**src/rtl/bstr_pkg.sv**
```systemverilog
package bstr_pkg;
  typedef enum logic [1:0] {
    MD_IDLE = 2'd0,
    MD_PLAY = 2'd1,
    MD_REC  = 2'd2
  } mode_t;
endpackage

```
**src/rtl/bstr_ctrl.sv**
```systemverilog
module bstr_ctrl
  import bstr_pkg::*;
#(
  parameter int M  = 16,
  parameter int CW = $clog2(M + 1)
) (
  input  logic          clk,
  input  logic          rst,
  input  logic          ld_go,
  input  logic          ld_hit,
  input  logic          br_vld,
  input  logic          pkt_end,
  output mode_t         mode,
  output logic [CW-1:0] cnt,
  output logic          br_play,
  output logic          br_rec,
  output logic          wb_fire,
  output logic          exh
);
  localparam logic [CW-1:0] FULL = CW'(M);

  logic          br_go;
  logic [CW-1:0] cnt_nx;

  // a consume counts only in an active packet that still has room
  assign br_go   = br_vld && (mode != MD_IDLE) && (cnt != FULL) && !ld_go;
  assign br_play = br_go && (mode == MD_PLAY);
  assign br_rec  = br_go && (mode == MD_REC);
  assign cnt_nx  = cnt + CW'(br_go);

  // one write per recorded packet: when it fills, or at its end if partly filled
  assign wb_fire = !ld_go && (mode == MD_REC) && (cnt != FULL) &&
                   (cnt_nx != '0) && ((cnt_nx == FULL) || pkt_end);

  assign exh = (mode != MD_IDLE) && (cnt == FULL);

  always_ff @(posedge clk) begin
    if (rst) begin
      mode <= MD_IDLE;
      cnt  <= '0;
    end else if (ld_go) begin
      mode <= ld_hit ? MD_PLAY : MD_REC;
      cnt  <= '0;
    end else if (pkt_end) begin
      mode <= MD_IDLE;
      cnt  <= '0;
    end else begin
      cnt <= cnt_nx;
    end
  end
endmodule

```
**src/rtl/bstr_path.sv**
```systemverilog
module bstr_path #(
  parameter int M  = 16,
  parameter int IW = 4,
  parameter int CW = $clog2(M + 1)
) (
  input  logic          clk,
  input  logic          rst,
  input  logic          ld_go,
  input  logic          ld_hit,
  input  logic [M-1:0]  ld_data,
  input  logic [IW-1:0] ld_idx,
  input  logic          br_play,
  input  logic          br_rec,
  input  logic          br_taken,
  input  logic [CW-1:0] cnt,
  output logic [M-1:0]  str_q,
  output logic [M-1:0]  str_nx,
  output logic [IW-1:0] idx_q
);
  localparam int PW = $clog2(M);

  always_comb begin
    str_nx = str_q;
    if (br_play) begin
      str_nx = {1'b0, str_q[M-1:1]};
    end else if (br_rec) begin
      str_nx[cnt[PW-1:0]] = br_taken;
    end
  end

  always_ff @(posedge clk) begin
    if (rst) begin
      str_q <= '0;
      idx_q <= '0;
    end else if (ld_go) begin
      str_q <= ld_hit ? ld_data : '0;
      idx_q <= ld_idx;
    end else begin
      str_q <= str_nx;
    end
  end
endmodule

```
**src/rtl/bstr_wb.sv**
```systemverilog
module bstr_wb #(
  parameter int M  = 16,
  parameter int IW = 4
) (
  input  logic          clk,
  input  logic          rst,
  input  logic          wb_fire,
  input  logic [M-1:0]  str_nx,
  input  logic [IW-1:0] idx_q,
  input  logic          wb_ack,
  output logic          wb_req,
  output logic [M-1:0]  wb_data,
  output logic [IW-1:0] wb_idx
);
  always_ff @(posedge clk) begin
    if (rst) begin
      wb_req  <= 1'b0;
      wb_data <= '0;
      wb_idx  <= '0;
    end else if (wb_fire) begin
      wb_req  <= 1'b1;
      wb_data <= str_nx;
      wb_idx  <= idx_q;
    end else if (wb_req && wb_ack) begin
      wb_req <= 1'b0;
    end
  end
endmodule

```
**src/rtl/bstr_stage.sv**
```systemverilog
module bstr_stage
  import bstr_pkg::*;
#(
  parameter int M  = 16,
  parameter int IW = 4
) (
  input  logic          clk,
  input  logic          rst,
  input  logic          ld_vld,
  input  logic          ld_hit,
  input  logic [M-1:0]  ld_data,
  input  logic [IW-1:0] ld_idx,
  output logic          ld_rdy,
  input  logic          br_vld,
  input  logic          br_taken,
  input  logic          pkt_end,
  output logic          pred_bit,
  output logic          pred_exh,
  output logic          wb_req,
  output logic [M-1:0]  wb_data,
  output logic [IW-1:0] wb_idx,
  input  logic          wb_ack
);
  localparam int CW = $clog2(M + 1);

  mode_t         mode;
  logic [CW-1:0] cnt;
  logic          ld_go, br_play, br_rec, wb_fire, exh;
  logic [M-1:0]  str_q, str_nx;
  logic [IW-1:0] idx_q;

  assign ld_rdy = !wb_req;
  assign ld_go  = ld_vld && !wb_req;

  bstr_ctrl #(.M(M), .CW(CW)) u_ctrl (
    .clk(clk), .rst(rst), .ld_go(ld_go), .ld_hit(ld_hit), .br_vld(br_vld),
    .pkt_end(pkt_end), .mode(mode), .cnt(cnt), .br_play(br_play),
    .br_rec(br_rec), .wb_fire(wb_fire), .exh(exh)
  );

  bstr_path #(.M(M), .IW(IW), .CW(CW)) u_path (
    .clk(clk), .rst(rst), .ld_go(ld_go), .ld_hit(ld_hit), .ld_data(ld_data),
    .ld_idx(ld_idx), .br_play(br_play), .br_rec(br_rec), .br_taken(br_taken),
    .cnt(cnt), .str_q(str_q), .str_nx(str_nx), .idx_q(idx_q)
  );

  bstr_wb #(.M(M), .IW(IW)) u_wb (
    .clk(clk), .rst(rst), .wb_fire(wb_fire), .str_nx(str_nx), .idx_q(idx_q),
    .wb_ack(wb_ack), .wb_req(wb_req), .wb_data(wb_data), .wb_idx(wb_idx)
  );

  // predictions come only from a replayed string
  assign pred_bit = (mode == MD_PLAY) && str_q[0];
  assign pred_exh = exh;
endmodule

```
**config.mk**
```make
export PLATFORM = sky130hd
export DESIGN_NAME = bstr_stage
export DESIGN_NICKNAME = d
export VERILOG_FILES = /design/src/rtl/bstr_pkg.sv /design/src/rtl/bstr_ctrl.sv /design/src/rtl/bstr_path.sv /design/src/rtl/bstr_wb.sv /design/src/rtl/bstr_stage.sv
export SDC_FILE = /design/constraint.sdc
export NUM_CORES = 1
export LEC_CHECK = 0
export ABC_AREA = 1
export ABC_CLOCK_PERIOD_IN_PS = 6930
export BUFFER_PORTS_ARGS = -buffer_cell sky130_fd_sc_hd__buf_2
export CAP_MARGIN = 25
export CORE_UTILIZATION = 40
export DETAILED_ROUTE_END_ITERATION = 10
export PLACE_DENSITY_LB_ADDON = 0.1
export SLEW_MARGIN = 20
export SYNTH_ARGS = -nofsm -noshare
export SYNTH_HDL_FRONTEND = slang
export SYNTH_SLANG_ARGS = --single-unit
```
**constraint.sdc**
```tcl
create_clock -name clk -period 6.93 [get_ports clk]
set_clock_uncertainty 0.1 [all_clocks]
set_input_delay 1.0395 -clock clk [delete_from_list [all_inputs] [get_ports clk]]
set_output_delay 1.0395 -clock clk [all_outputs]
set_load 0.02 [all_outputs]
```
# [Word level (Yosys, flattened, before mapping)]
# Cells that the tools add are included.
[word_totals] out_inout_bits=24 word_cells=49 in_bits=28 reg_bits=48
[classes] mux=12 n_lt_le_gt_ge=2 eq_ne=5 reduce_logical=22 addsub=1
[op_table] operator="two-way mux 16 bit" n=4
[op_table] operator="bitwise mux 16 bit" n=1
[op_table] operator="logical AND 1 bit" n=14
[op_table] operator="== test 5 bit, second input constant" n=2
[op_table] operator="two-way mux 2 bit" n=3
[op_table] operator="nonzero test 2 bit" n=3
[op_table] operator="adder 5 x 1 -> 5 bit" n=1
[op_table] operator="< comparator 4 x 5 -> 1 bit, second input constant" n=1
[op_table] operator="!= test 5 bit, second input constant" n=1
[op_table] operator="nonzero test 5 bit" n=1
[op_table] operator="demux 1 bit (select 4 bit)" n=1
[op_table] operator="greater-or-equal comparator 4 x 1 -> 1 bit, second input constant" n=1
[op_table] operator="two-way mux 1 bit" n=3
[op_table] operator="OR reduction 3 bit" n=1
[op_table] operator="== test 2 x 1 -> 1 bit, second input constant" n=1
[op_table] operator="== test 2 bit, second input constant" n=1
[op_table] operator="zero test 1 bit" n=2
[op_table] operator="logical OR 1 bit" n=1

# [Depth between registers and ports, before layout]
# Gate-level depths: netlist of the first run.
[depth] depth_word=9 ltp_mapped=18 mapped_depth_nobuf=17

# [By module]
# From an unflattened synthesis of the first run, not the netlist that was laid out.
[hier_totals] hier_cells=375 hier_area_um2=2527.4
[by_module_without_submodules] mod="bstr_path" area_each_um2=1363.8 seq_area_each_um2=400.4 instances=1 cells_each=219
[by_module_without_submodules] mod="bstr_wb" area_each_um2=743.2 seq_area_each_um2=420.4 instances=1 cells_each=92
[by_module_without_submodules] mod="bstr_ctrl" area_each_um2=399.1 seq_area_each_um2=140.1 instances=1 cells_each=59
[by_module_without_submodules] mod="bstr_stage" area_each_um2=21.3 seq_area_each_um2=0.0 instances=1 cells_each=5

# [Worst setup path after synthesis of the first run]
# Ideal clock, no wire load.
[synth_timing] path_kind="input to register" startpoint="input ld_vld" endpoint="register u_wb.wb_data[15]" t_required_ns=6.716 slack_ns=3.962 path_stages=14 setup_time_ns=0.114 n_path_buf=1 arrival_ns=2.755 path_cell_list="nand2_2 nand2_1 nor2_4 nand2_1 inv_1 ha_1 ha_1 xnor2_1 nand3_1 o21ai_4 nand3_4 buf_6 a21oi_1 nor2_1"
[synth_via] elab_chain_cells=7 elab_cells_between_ends=15 cone_classes="add/sub (1); eq/ne (1); mux (2); reduce/logical (11)"
[synth_lines] element="start: declaration" line_no="bstr_stage.sv:9" text="input logic ld_vld,"
[synth_lines] element="logical AND 1 bit *" line_no="bstr_stage.sv:33" text="assign ld_go = ld_vld && !wb_req;"
[synth_lines] element="zero test 1 bit *" line_no="bstr_ctrl.sv:26, bstr_ctrl.sv:32"
[synth_lines] element="logical AND 1 bit" line_no="bstr_ctrl.sv:26" text="assign br_go = br_vld && (mode != MD_IDLE) && (cnt != FULL) && !ld_go;"
[synth_lines] element="adder 5 x 1 -> 5 bit" line_no="bstr_ctrl.sv:29" text="assign cnt_nx = cnt + CW'(br_go);"
[synth_lines] element="== test 5 bit or nonzero test 5 bit (tied branches)" line_no="bstr_ctrl.sv:33" text="(cnt_nx != '0) && ((cnt_nx == FULL) || pkt_end);"
[synth_lines] element="logical OR 1 bit or logical AND 1 bit (tied branches)" line_no="bstr_ctrl.sv:33, bstr_ctrl.sv:32"
[synth_lines] element="logical AND 1 bit" line_no="bstr_ctrl.sv:33"
[synth_lines] element="end signal: assignment" line_no="bstr_wb.sv:22" text="wb_data <= str_nx;"
[synth_lines] element="end: declaration" line_no="bstr_wb.sv:12" text="output logic [M-1:0] wb_data,"
# Every way passes the cells marked *; elsewhere a longest branch is shown, timed or not.
# A chain may end at the register's enable or synchronous reset.

# [Worst setup path in the final report of the first run]
# Ends and elaborated chain as after synthesis.

==> reports/results.txt, run 1 <==
GRT overflow = 0
Die extent in x = 85.43 um
Critical-path top delay cell = nand2_2
Fin crit period = 3.513 ns
Post-synth EDFFs = 0
Post-CTS Setup Bufs = 0
Worst Hold Path Cells = 2
Run status = finished clean
CTS tree = done
Initial antenna violation count = 0
CP max stage delay = 0.39 ns
Worst vdd ir = 0.00008396 V
Vias = 2637
Area of the core = 6756 um^2
CTS resizes = 0
Sequential-to-total area share from yosys stat = 34.52%
Sw power = 134.7 uW
Int Power = 407.2 uW
Sw frac = 24.85%
Dpl cell area = 3030 um^2
Netlist Area Pre-Place = 2784 um^2
Largest cells by area after synthesis = dfxtp_1 35%, nand2_1 24%, inv_1 8.6%
Final wirelength = 6635 um
Sequential power share = 53.0%
Deepest clock path buffer count = 2
Fraction of registers with async set/reset = 0%
Io pins = 52
Worst-path fanout max = 37
Final Cell Area = 3138 um^2
CP arrival = 3.61 ns
Top_reg_cell synth = dfxtp_1
H-tree levels = 2
Synth Instances = 454
Detailed-route DRC error count = 0
Fillers = 743
Seq cells post-synth = 48
Antenna violation net count after detailed routing = 0
Die Y-Extent = 85.43 um
Hold Fails Final Rpt = 0
Die area = 7297 um^2
Top cell type's share of synthesized area = 34.52%
F_max = 0.2846 GHz
Leading area contributor after synthesis = dfxtp_1
ANT cells = 0
Worst Reg-to-Reg Cells = 14
Syn_nets = 484
Initial DRC count = 114
HPWL Detailed = 4597 um
Power Density = 172.7 nW/um^2
Layout cells sized above 1 = 15.12%
Sequential cell area = 960.9 um^2
Avg Cell Area, Syn = 6.132 um^2
Hold WC Path Type = register to register
Area growth syn-to-layout = 12.72%
First-pass detailed-route iteration total = 4
Least-Margin Pin Slew = 0.6734 ns
Multi-input gate area = 1470 um^2
Largest net degree at the start of global routing = 38
Startpoint class of the critical path = primary input
Fin nets = 525
Total track usage = 20.02%
Vias in the first global route = 2574
Total CTS buffers = 5
Final TNS setup = 0 ns
Number of vias per cell = 4.578
Max-Cap Viols = 0
PortBufs = 51
Crit end category = register
Unrepaired setup endpoints after global routing = false
First-pass GRT wire length = 11700 um
Yosys warnings = 0
Clk slew on worst S/H paths = 0.09 ns
Slew headroom = 55.06%
Rows = 30
Max Transition Viols Final = 0
WL/cell = 11.52 um
Logic pwr share = 9.2%
WS Path Type = primary input to register
Hold Slack = 0.3698 ns
Worst-path cell chain = buf_2 > nand2_2 > nand2_1 > nor2_4 > nand2_1 > inv_1 > ha_1 > ha_1 > xnor2_1 > nand3_1 > o21ai_4 > nand3_4 > a21oi_1 > nor2_1
Clock sink count = 48
Gpl congestion = 0.8049
Clock share of power = 37.8%
Initial Util = 41.20%
Part of the cycle the worst path needs = 50.70%
Req. time, crit path = 7.03 ns
Netlist cell types = 29
Root Driver = clkbuf_8
P_leak = 1.606 nW
Setup violators final = 0
Post-CTS Hold Fix Bufs = 0
Clock Latency Late Sink = 0.30 ns
power by group through the flow:
| stage | registers (mW) | logic, mW | clock network (mW) |
|---|---|---|---|
| after global placement | 0.294 | 0.0494 | 0 |
| after global routing | 0.289 | 0.0578 | 0.220 |
| after CTS | 0.287 | 0.0503 | 0.212 |
| after floorplan | 0.293 | 0.0340 | 0 |
| after detailed placement | 0.294 | 0.0500 | 0 |
| final | 0.287 | 0.0498 | 0.205 |
path summary, 6_finish.rpt:
check	slack, ns	start	to
max	3.42	ld_vld	u_wb.wb_data[15]$_SDFFE_PP0P_
min	0.37	u_wb.wb_idx[1]$_SDFFE_PP0P_	u_wb.wb_idx[1]$_SDFFE_PP0P_
max reg2reg	3.86	u_wb.wb_req$_SDFFE_PP0P_	u_wb.wb_data[15]$_SDFFE_PP0P_
min reg2reg	0.37	u_wb.wb_idx[1]$_SDFFE_PP0P_	u_wb.wb_idx[1]$_SDFFE_PP0P_
routing by layer:
| layer | track usage [%] | share of wire, % |
|---|---|---|
| met1 | 26.11 | 50 |
| met5 | 0 | 0 |
| met4 | 4.394 | 0.83 |
| met3 | 3.696 | 4.5 |
| met2 | 34.40 | 45 |
stage by stage:
| step | util (%) | cells | power (mW) | setup slack [ns] |
|---|---|---|---|---|
| after detailed placement | 44.85 | 568 | 0.3439 | 3.046 |
| after global placement | 44.85 | 568 | 0.3433 | 3.177 |
| after global routing | 46.44 | 576 | 0.5660 | 3.091 |
| after floorplan | - | 454 | 0.3271 | 3.962 |
| final | 46.44 | 576 | 0.5419 | 3.417 |
| after CTS | 46.44 | 576 | 0.5493 | 3.359 |
flip-flops by register name (all words and copies together), names as in the netlist:
name	cells
u_ctrl.mode	2
u_wb.wb_req	1
u_path.str_q	16
u_ctrl.cnt	5
u_wb.wb_data	16
u_wb.wb_idx	4
u_path.idx_q	4
critical path, delay by kind of cell:
family,cells,cell delay [ns]
xor gates and xnor gates,1,0.15
and+or+nand+nor,7,1.37
buffers and inverters,2,0.15
AOI/OAI and AO/OA,2,0.50
adders and majority gates,2,0.37
cell families (layout without fill, tap and decap cells):
family                     count (synthesis)  in the layout  share of synthesized area [%]
buffers and inverters                     82            124                          12.67
adders and majority gates                  2              2                         0.8987
xor gates and xnor gates                   3              3                          1.214
AOI/OAI and AO/OA                         31             31                          6.247
DFF                                       48             48                          34.52
and+or+nand+nor                          288            288                          44.45
cells in the final DEF (no fill, tap or decap), types with 3 or more instances in the layout:
cell type  count
nor2_4         4
nor2_1        54
inv_1         64
o21ai_0        5
nand4_1        4
buf_2         51
nand2_2        3
a21oi_1       23
nand2_1      181
clkbuf_8       5
dfxtp_1       48
nand3_1       34
cells in the mapped netlist (2+ instances only):
| library cell | number |
|---|---|
| inv_1 | 64 |
| nand2_2 | 3 |
| nand3_2 | 2 |
| nand4_1 | 4 |
| ha_1 | 2 |
| buf_2 | 3 |
| clkbuf_1 | 7 |
| nor2_4 | 4 |
| nand3_1 | 34 |
| nand2_1 | 181 |
| a21oi_1 | 23 |
| buf_6 | 5 |
| nor2_1 | 54 |
| dfxtp_1 | 48 |
| nand3_4 | 2 |
| o21ai_0 | 5 |
area by class of cell:
type                       count  share of cell area [%]
tap                           80                   3.190
clock inverter                 2                   1.116
multi-input combinational    324                   46.85
sequential                    48                   30.62
clock buffer                   6                   2.313
inverter                      65                   7.775
timing repair buffer          51                   8.134
Note: power is estimated with default switching activity, not from simulation.
==> run 2, diff against run 1 <==
ABC_AREA = 0   (was 1)
ABC_CLOCK_PERIOD_IN_PS = 3150   (was 6930)
clock period = 3.15 ns   (was 6.93 ns; I/O delays follow)
==> run 2 against run 1 <==
Against the previous run:
- first-iteration DRC count increased by 30%
- critical path depth decreased by 4
- combinational power increased by 92%
- critical endpoint is now u_wb.wb_data[0]$_SDFFE_PP0P_
==> reports/results.txt, run 2 <==
Deepest clock path buffer count = 2 (unchanged)
Synth Instances = 276 (-39%)
Crit end category = register
Most common cell in the synthesized netlist = dfxtp_1
First-pass GRT wire length = 10330 um (-12%)
Setup violators final = 0 (unchanged)
Post-CTS Hold Fix Bufs = 0 (unchanged)
Top cell type's share of synthesized area = 37.96% (+3.4 points)
Most frequent cells in the layout = 51 x buf_2, 48 x dfxtp_1, 35 x nand2_1
PortBufs = 51 (unchanged)
Vias = 2221 (-16%)
Fin nets = 354 (-33%)
Clk slew on worst S/H paths = 0.09 ns (about the same)
Worst path bufs/invs = 0 (-2)
Power Density = 376.4 nW/um^2 (+120%)
Synth cell count leaders = 48 x dfxtp_1, 35 x nand2_1, 21 x o21ai_1
Clock sink count = 48 (unchanged)
Max Transition Viols Final = 0 (unchanged)
Rows = 28 (-6.7%)
Clock Latency Late Sink = 0.30 ns (about the same)
Netlist Area Pre-Place = 2531 um^2 (-9.1%)
Sequential-to-total area share from yosys stat = 37.96% (+3.4 points)
Fin crit period = 2.932 ns
Leading area contributor after synthesis = dfxtp_1
Io pins = 52 (unchanged)
Fraction of registers with async set/reset = 0% (unchanged)
Syn_nets = 306 (-37%)
Largest regs = u_path.str_q x16, u_wb.wb_data x16, u_ctrl.cnt x5
Worst-path cell chain = nor2_2 > and3_4 > nor3_1 > ha_1 > ha_1 > and2_1 > a21oi_1 > o211ai_2 > or4_4 > o21ai_0
Req. time, crit path = 3.27 ns (-3.76 ns)
Root Driver = clkbuf_8
CP max stage delay = 0.66 ns (+0.27 ns)
Int Power = 808.8 uW (+99%)
P_leak = 1.236 nW (-23%)
CP delay by family, top = simple AND/OR/NAND/NOR gates
Sw power = 269.3 uW (+100%)
Fin util = 47.53% (+1.1 points)
Largest net degree at the start of global routing = 26 (-32%)
Commonest non-fill, non-tap cell in the layout = buf_2
Sw frac = 24.98% (+0.13 points)
Gpl congestion = 0.8245 (+2.4%)
Post-synth EDFFs = 0 (unchanged)
ANT cells = 0 (unchanged)
HPWL Detailed = 4427 um (-3.7%)
Yosys warnings = 0 (unchanged)
Total CTS buffers = 5 (unchanged)
Total track usage = 20.49% (+0.47 points)
Least-Margin Pin Slew = 0.6349 ns (-0.03854 ns)
Worst vdd ir = 0.0002246 V (+170%)
Hold Fails Final Rpt = 0 (unchanged)
CTS tree = done
Max-Cap Viols = 0 (unchanged)
Antenna violation net count after detailed routing = 0 (unchanged)
Die area = 6650 um^2 (-8.9%)
GRT overflow = 0 (unchanged)
Clock share of power = 33.2% (-4.6 points)
Run status = finished clean
Unrepaired setup endpoints after global routing = false
CP arrival = 3.05 ns (-0.56 ns)
Logic pwr share = 8.9% (-0.3 points)
CTS resizes = 0 (unchanged)
Largest cells by area after synthesis = dfxtp_1 38%, mux2_2 7.1%, mux2i_1 6.3%
Startpoint class of the critical path = register
Top_reg_cell synth = dfxtp_1
Hold WC Path Type = primary input to register
Most used cell, CP = ha_1
Final TNS setup = 0 ns (unchanged)
Part of the cycle the worst path needs = 93.08%
Area growth syn-to-layout = 13.15%
Layout cells sized above 1 = 31.48% (+16 points)
WS Path Type = register to register
Die extent in x = 81.55 um (-4.5%)
Detailed-route DRC error count = 0 (unchanged)
Vias in the first global route = 2090 (-19%)
Slew headroom = 57.57% (+2.5 points)
Critical-path top delay cell = or4_4
First-pass detailed-route iteration total = 5 (+1)
Number of vias per cell = 5.566 (+22%)
Area of the core = 6026 um^2 (-11%)
Tot Pwr = 1.078 mW (+99%)
Avg Cell Area, Syn = 9.171 um^2 (+50%)
Worst-path fanout max = 15 (-59%)
Final wirelength = 6211 um (-6.4%)
Post-CTS Setup Bufs = 0 (unchanged)
Initial antenna violation count = 0 (unchanged)
H-tree levels = 2 (unchanged)
Seq cells post-synth = 48 (unchanged)
Sequential power share = 58.0% (+5.0 points)
Netlist cell types = 49 (+69%)
WL/cell = 15.57 um (+35%)
Initial Util = 42.01% (+0.80 points)
Initial DRC count = 148 (+30%)
F_max = 0.3411 GHz
Die Y-Extent = 81.55 um (-4.5%)
==> run 2: cell count changes after synthesis, sizes merged, moves of 5 or more <==
cell	previous run	this run
o21ai	7	30
mux2i	0	16
nor2	58	10
mux2	0	16
inv	65	2
a21oi	23	8
o311ai	0	15
nor4	0	12
nand2	184	35
nor3	0	6
nand3	38	5
nand2b	0	5
==> run 2: worst paths after layout <==
path | start | endpoint | slack [ns] | cells past startpoint
setup / recovery | u_ctrl.cnt[3]$_SDFF_PP0_ | u_wb.wb_data[0]$_SDFFE_PP0P_ | 0.22 | 10
hold / removal | ld_data[14] | u_path.str_q[14]$_SDFF_PP0_ | 0.26 | 3
setup reg to reg | u_ctrl.cnt[3]$_SDFF_PP0_ | u_wb.wb_data[0]$_SDFFE_PP0P_ | 0.22 | 10
hold reg to reg | u_path.idx_q[2]$_SDFFE_PP0P_ | u_path.idx_q[2]$_SDFFE_PP0P_ | 0.36 | 2
==> run 2: area by class of cell <==
cell class | instances | area [um^2]
multi-input cells | 200 | 1349
well taps | 75 | 93.84
flip-flops and latches | 48 | 960.9
fillers | 640 | 3162
inverters | 3 | 11.26
repair buffers | 66 | 367.9
clock inverters | 2 | 12.51
clock buffers | 5 | 68.82
==> run 2: power by group through the flow <==
| stage | Combinational (mW) | Clock (mW) | Sequential [mW] |
|---|---|---|---|
| after floorplan | 0.0613 | 0 | 0.639 |
| after global placement | 0.0953 | 0 | 0.639 |
| after detailed placement | 0.0958 | 0 | 0.639 |
| after CTS | 0.0962 | 0.372 | 0.625 |
| after global routing | 0.107 | 0.398 | 0.627 |
| final | 0.0955 | 0.358 | 0.625 |
==> run 2: logic make-up (layout without fill, tap and decap cells) <==
| group | after synthesis | in the layout | synth area share (%) |
|---|---|---|---|
| flops | 48 | 48 | 37.96 |
| mux | 32 | 32 | 13.45 |
| xor+xnor | 3 | 3 | 1.038 |
| simple gates | 102 | 102 | 22.10 |
| buf+inv | 28 | 76 | 8.948 |
| fa+ha+maj | 2 | 2 | 0.9885 |
| compound gates | 61 | 61 | 15.52 |
==> run 2: metrics by stage <==
step | hold slack [ns] | instances | cell area (um^2) | worst slack, ns
final | 0.2636 | 399 | 2864 | 0.2181
after global routing | 0.2633 | 399 | 2864 | 0.05453
after CTS | 0.2534 | 399 | 2864 | 0.2446
after detailed placement | 0.3526 | 392 | 2783 | 0.1566
after global placement | 0.3455 | 392 | 2783 | 0.2252
after floorplan | 0.3341 | 276 | 2531 | 0.2877
==> run 2: metal layers <==
layer	up-vias	track usage [%]	part of all wire (%)
li1	1115	-	-
met1	1061	29.52	51
met2	43	30.75	45
met3	2	4.667	3.7
met4	0	4.643	0.43
met5	-	0	0
==> run 2: tightest hold or removal path, delay by kind of cell <==
| family | cells | cell delay, ns |
|---|---|---|
| buffers and inverters | 1 | 0.07 |
| and+or+nand+nor | 1 | 0.03 |
| AOI/OAI and AO/OA | 1 | 0.05 |
==> run 3, diff against run 2 <==
CELL_PAD_IN_SITES_DETAIL_PLACEMENT = 1   (was default)
CELL_PAD_IN_SITES_GLOBAL_PLACEMENT = 1   (was default)
CORE_UTILIZATION = 37   (was 40)
==> run 3 against run 2 <==
Against the previous run:
- register-to-register slack barely moved
- clock-buffer cell count is 1 higher
- non-clock buffer count did not move
- global-route usage grew 0.081 points
- clock power rose by 23%
- sequential cell count stayed put
- largest power group unchanged
- combinational power increased by 3.0%
- routed wire length rose by 13%
- cell count rose by 0.75%
- final area is 1.1% higher
- critical path depth unchanged
==> reports/results.txt, run 3 (same netlist as run 2, synthesis figures left out) <==
Io pins = 52 (unchanged)
Final Cell Area = 2895 um^2 (+1.1%)
Hold Fails Final Rpt = 0 (unchanged)
Number of vias per cell = 5.597 (+0.55%)
Hold WC Path Type = primary input to register
Fin crit period = 2.920 ns (-0.01176 ns)
Final TNS setup = 0 ns (unchanged)
H-tree levels = 2 (unchanged)
HPWL Detailed = 5216 um (+18%)
Post-CTS Hold Fix Bufs = 0 (unchanged)
Setup violators final = 0 (unchanged)
Deepest clock path buffer count = 2 (unchanged)
Startpoint class of the critical path = register
Initial DRC count = 97 (-34%)
Layout cells sized above 1 = 31.69% (+0.21 points)
Largest net degree at the start of global routing = 21 (-19%)
Area of the core = 6459 um^2 (+7.2%)
Die Y-Extent = 84.71 um (+3.9%)
DP Cell Count = 394 (+0.51%)
Die area = 7176 um^2 (+7.9%)
Dpl cell area = 2785 um^2 (about the same)
Clock sink count = 48 (unchanged)
Least-Margin Pin Slew = 0.7030 ns (+0.06810 ns)
P_leak = 1.253 nW (+1.4%)
Die extent in x = 84.71 um (+3.9%)
Fin nets = 354 (unchanged)
Max Transition Viols Final = 0 (unchanged)
Total track usage = 20.57% (+0.081 points)
Area growth syn-to-layout = 14.38%
Commonest non-fill, non-tap cell in the layout = buf_2
Gpl congestion = 0.8257 (+0.15%)
ANT cells = 0 (unchanged)
PortBufs = 51 (unchanged)
Most frequent cells in the layout = 51 x buf_2, 48 x dfxtp_1, 35 x nand2_1
Clock Latency Late Sink = 0.30 ns (about the same)
CTS resizes = 0 (unchanged)
Crit end category = register
Initial antenna violation count = 0 (unchanged)
Antenna violation net count after detailed routing = 0 (unchanged)
Detailed-route DRC error count = 0 (unchanged)
Worst-path fanout max = 15 (unchanged)
First-pass detailed-route iteration total = 6 (+1)
Slew headroom = 53.02% (-4.6 points)
WL/cell = 17.44 um (+12%)
Worst vdd ir = 0.0002230 V (-0.71%)
Initial Util = 39.19% (-2.8 points)
Vias in the first global route = 2180 (+4.3%)
Part of the cycle the worst path needs = 92.70% (-0.37 points)
Final wirelength = 7010 um (+13%)
Req. time, crit path = 3.28 ns (about the same)
GRT overflow = 0 (unchanged)
F_max = 0.3424 GHz (+0.40%)
Unrepaired setup endpoints after global routing = false
Total CTS buffers = 5 (unchanged)
Run status = finished clean
WS Path Type = register to register
Vias = 2250 (+1.3%)
Rows = 29 (+3.6%)
Clk slew on worst S/H paths = 0.09 ns (about the same)
Power Density = 402.6 nW/um^2 (+7.0%)
Max-Cap Viols = 0 (unchanged)
Fin cells = 402 (+0.75%)
First-pass GRT wire length = 11500 um (+11%)
CTS tree = done
CP arrival = 3.05 ns (about the same)
Largest regs = u_path.str_q x16, u_wb.wb_data x16, u_ctrl.cnt x5
Fin util = 44.83% (-2.7 points)
Post-CTS Setup Bufs = 0 (unchanged)
Root Driver = clkbuf_8
==> run 3: cell types whose count changed in the layout (fill, tap and decap cells not counted) <==
cell	before	now
clkinvlp_4	1	0
nor2b_1	1	0
clkbuf_1	0	1
bufinv_16	0	1
nor2b_2	0	1
==> run 3: worst max-delay path: stages (launching register included) <==
cell,delay [ns]
dfxtp_1,0.33
nor2_2,0.22
and3_4,0.23
nor3_1,0.06
ha_1,0.23
ha_1,0.24
and2_1,0.18
a21oi_1,0.22
o211ai_2,0.16
or4_4,0.67
o21ai_0,0.19
==> run 3: power breakdown <==
part | internal [mW] | total, mW | switching (mW)
sequential | 0.619 | 0.625 | 0.00624
combinational | 0.0391 | 0.0984 | 0.0594
clock | 0.236 | 0.442 | 0.206
total | 0.894 | 1.17 | 0.272
==> run 3: cell type report <==
class,instances,area (um^2)
Timing Repair Buffer,66,367.9
Fill cell,801,3563
Tap cell,77,96.34
Multi-Input combinational cell,200,1351
Clock buffer,6,72.57
Inverter,3,11.26
Sequential cell,48,960.9
Clock inverter,2,35.03
==> run 3: worst paths after layout <==
check | slack (ns) | cells after the start | startpoint | endpoint
hold reg to reg | 0.37 | 2 | u_path.idx_q[1]$_SDFFE_PP0P_ | u_path.idx_q[1]$_SDFFE_PP0P_
setup / recovery | 0.23 | 10 | u_ctrl.cnt[3]$_SDFF_PP0_ | u_wb.wb_data[0]$_SDFFE_PP0P_
hold / removal | 0.26 | 3 | ld_data[9] | u_path.str_q[9]$_SDFF_PP0_
setup reg to reg | 0.23 | 10 | u_ctrl.cnt[3]$_SDFF_PP0_ | u_wb.wb_data[0]$_SDFFE_PP0P_
==> run 3: metal layers <==
metal | part of all wire (%) | GRT usage (%) | vias to the layer above
li1 | - | - | 1107
met1 | 51 | 29.45 | 1094
met2 | 44 | 32.22 | 41
met3 | 3.9 | 4.031 | 8
met4 | 0.88 | 4.160 | 0
met5 | 0 | 0 | -
==> run 3: per-stage QoR <==
| stage | hold slack [ns] | power [mW] | setup slack, ns |
|---|---|---|---|
| 6_report | 0.2639 | 1.166 | 0.2298 |
| 5_1_grt | 0.2714 | 1.216 | 0.03799 |
| 3_5_place_dp | 0.3604 | 0.7379 | 0.1785 |
| 2_1_floorplan | 0.3341 | 0.7000 | 0.2877 |
| 3_3_place_gp | 0.3530 | 0.7373 | 0.2746 |
| 4_1_cts | 0.2600 | 1.179 | 0.2338 |
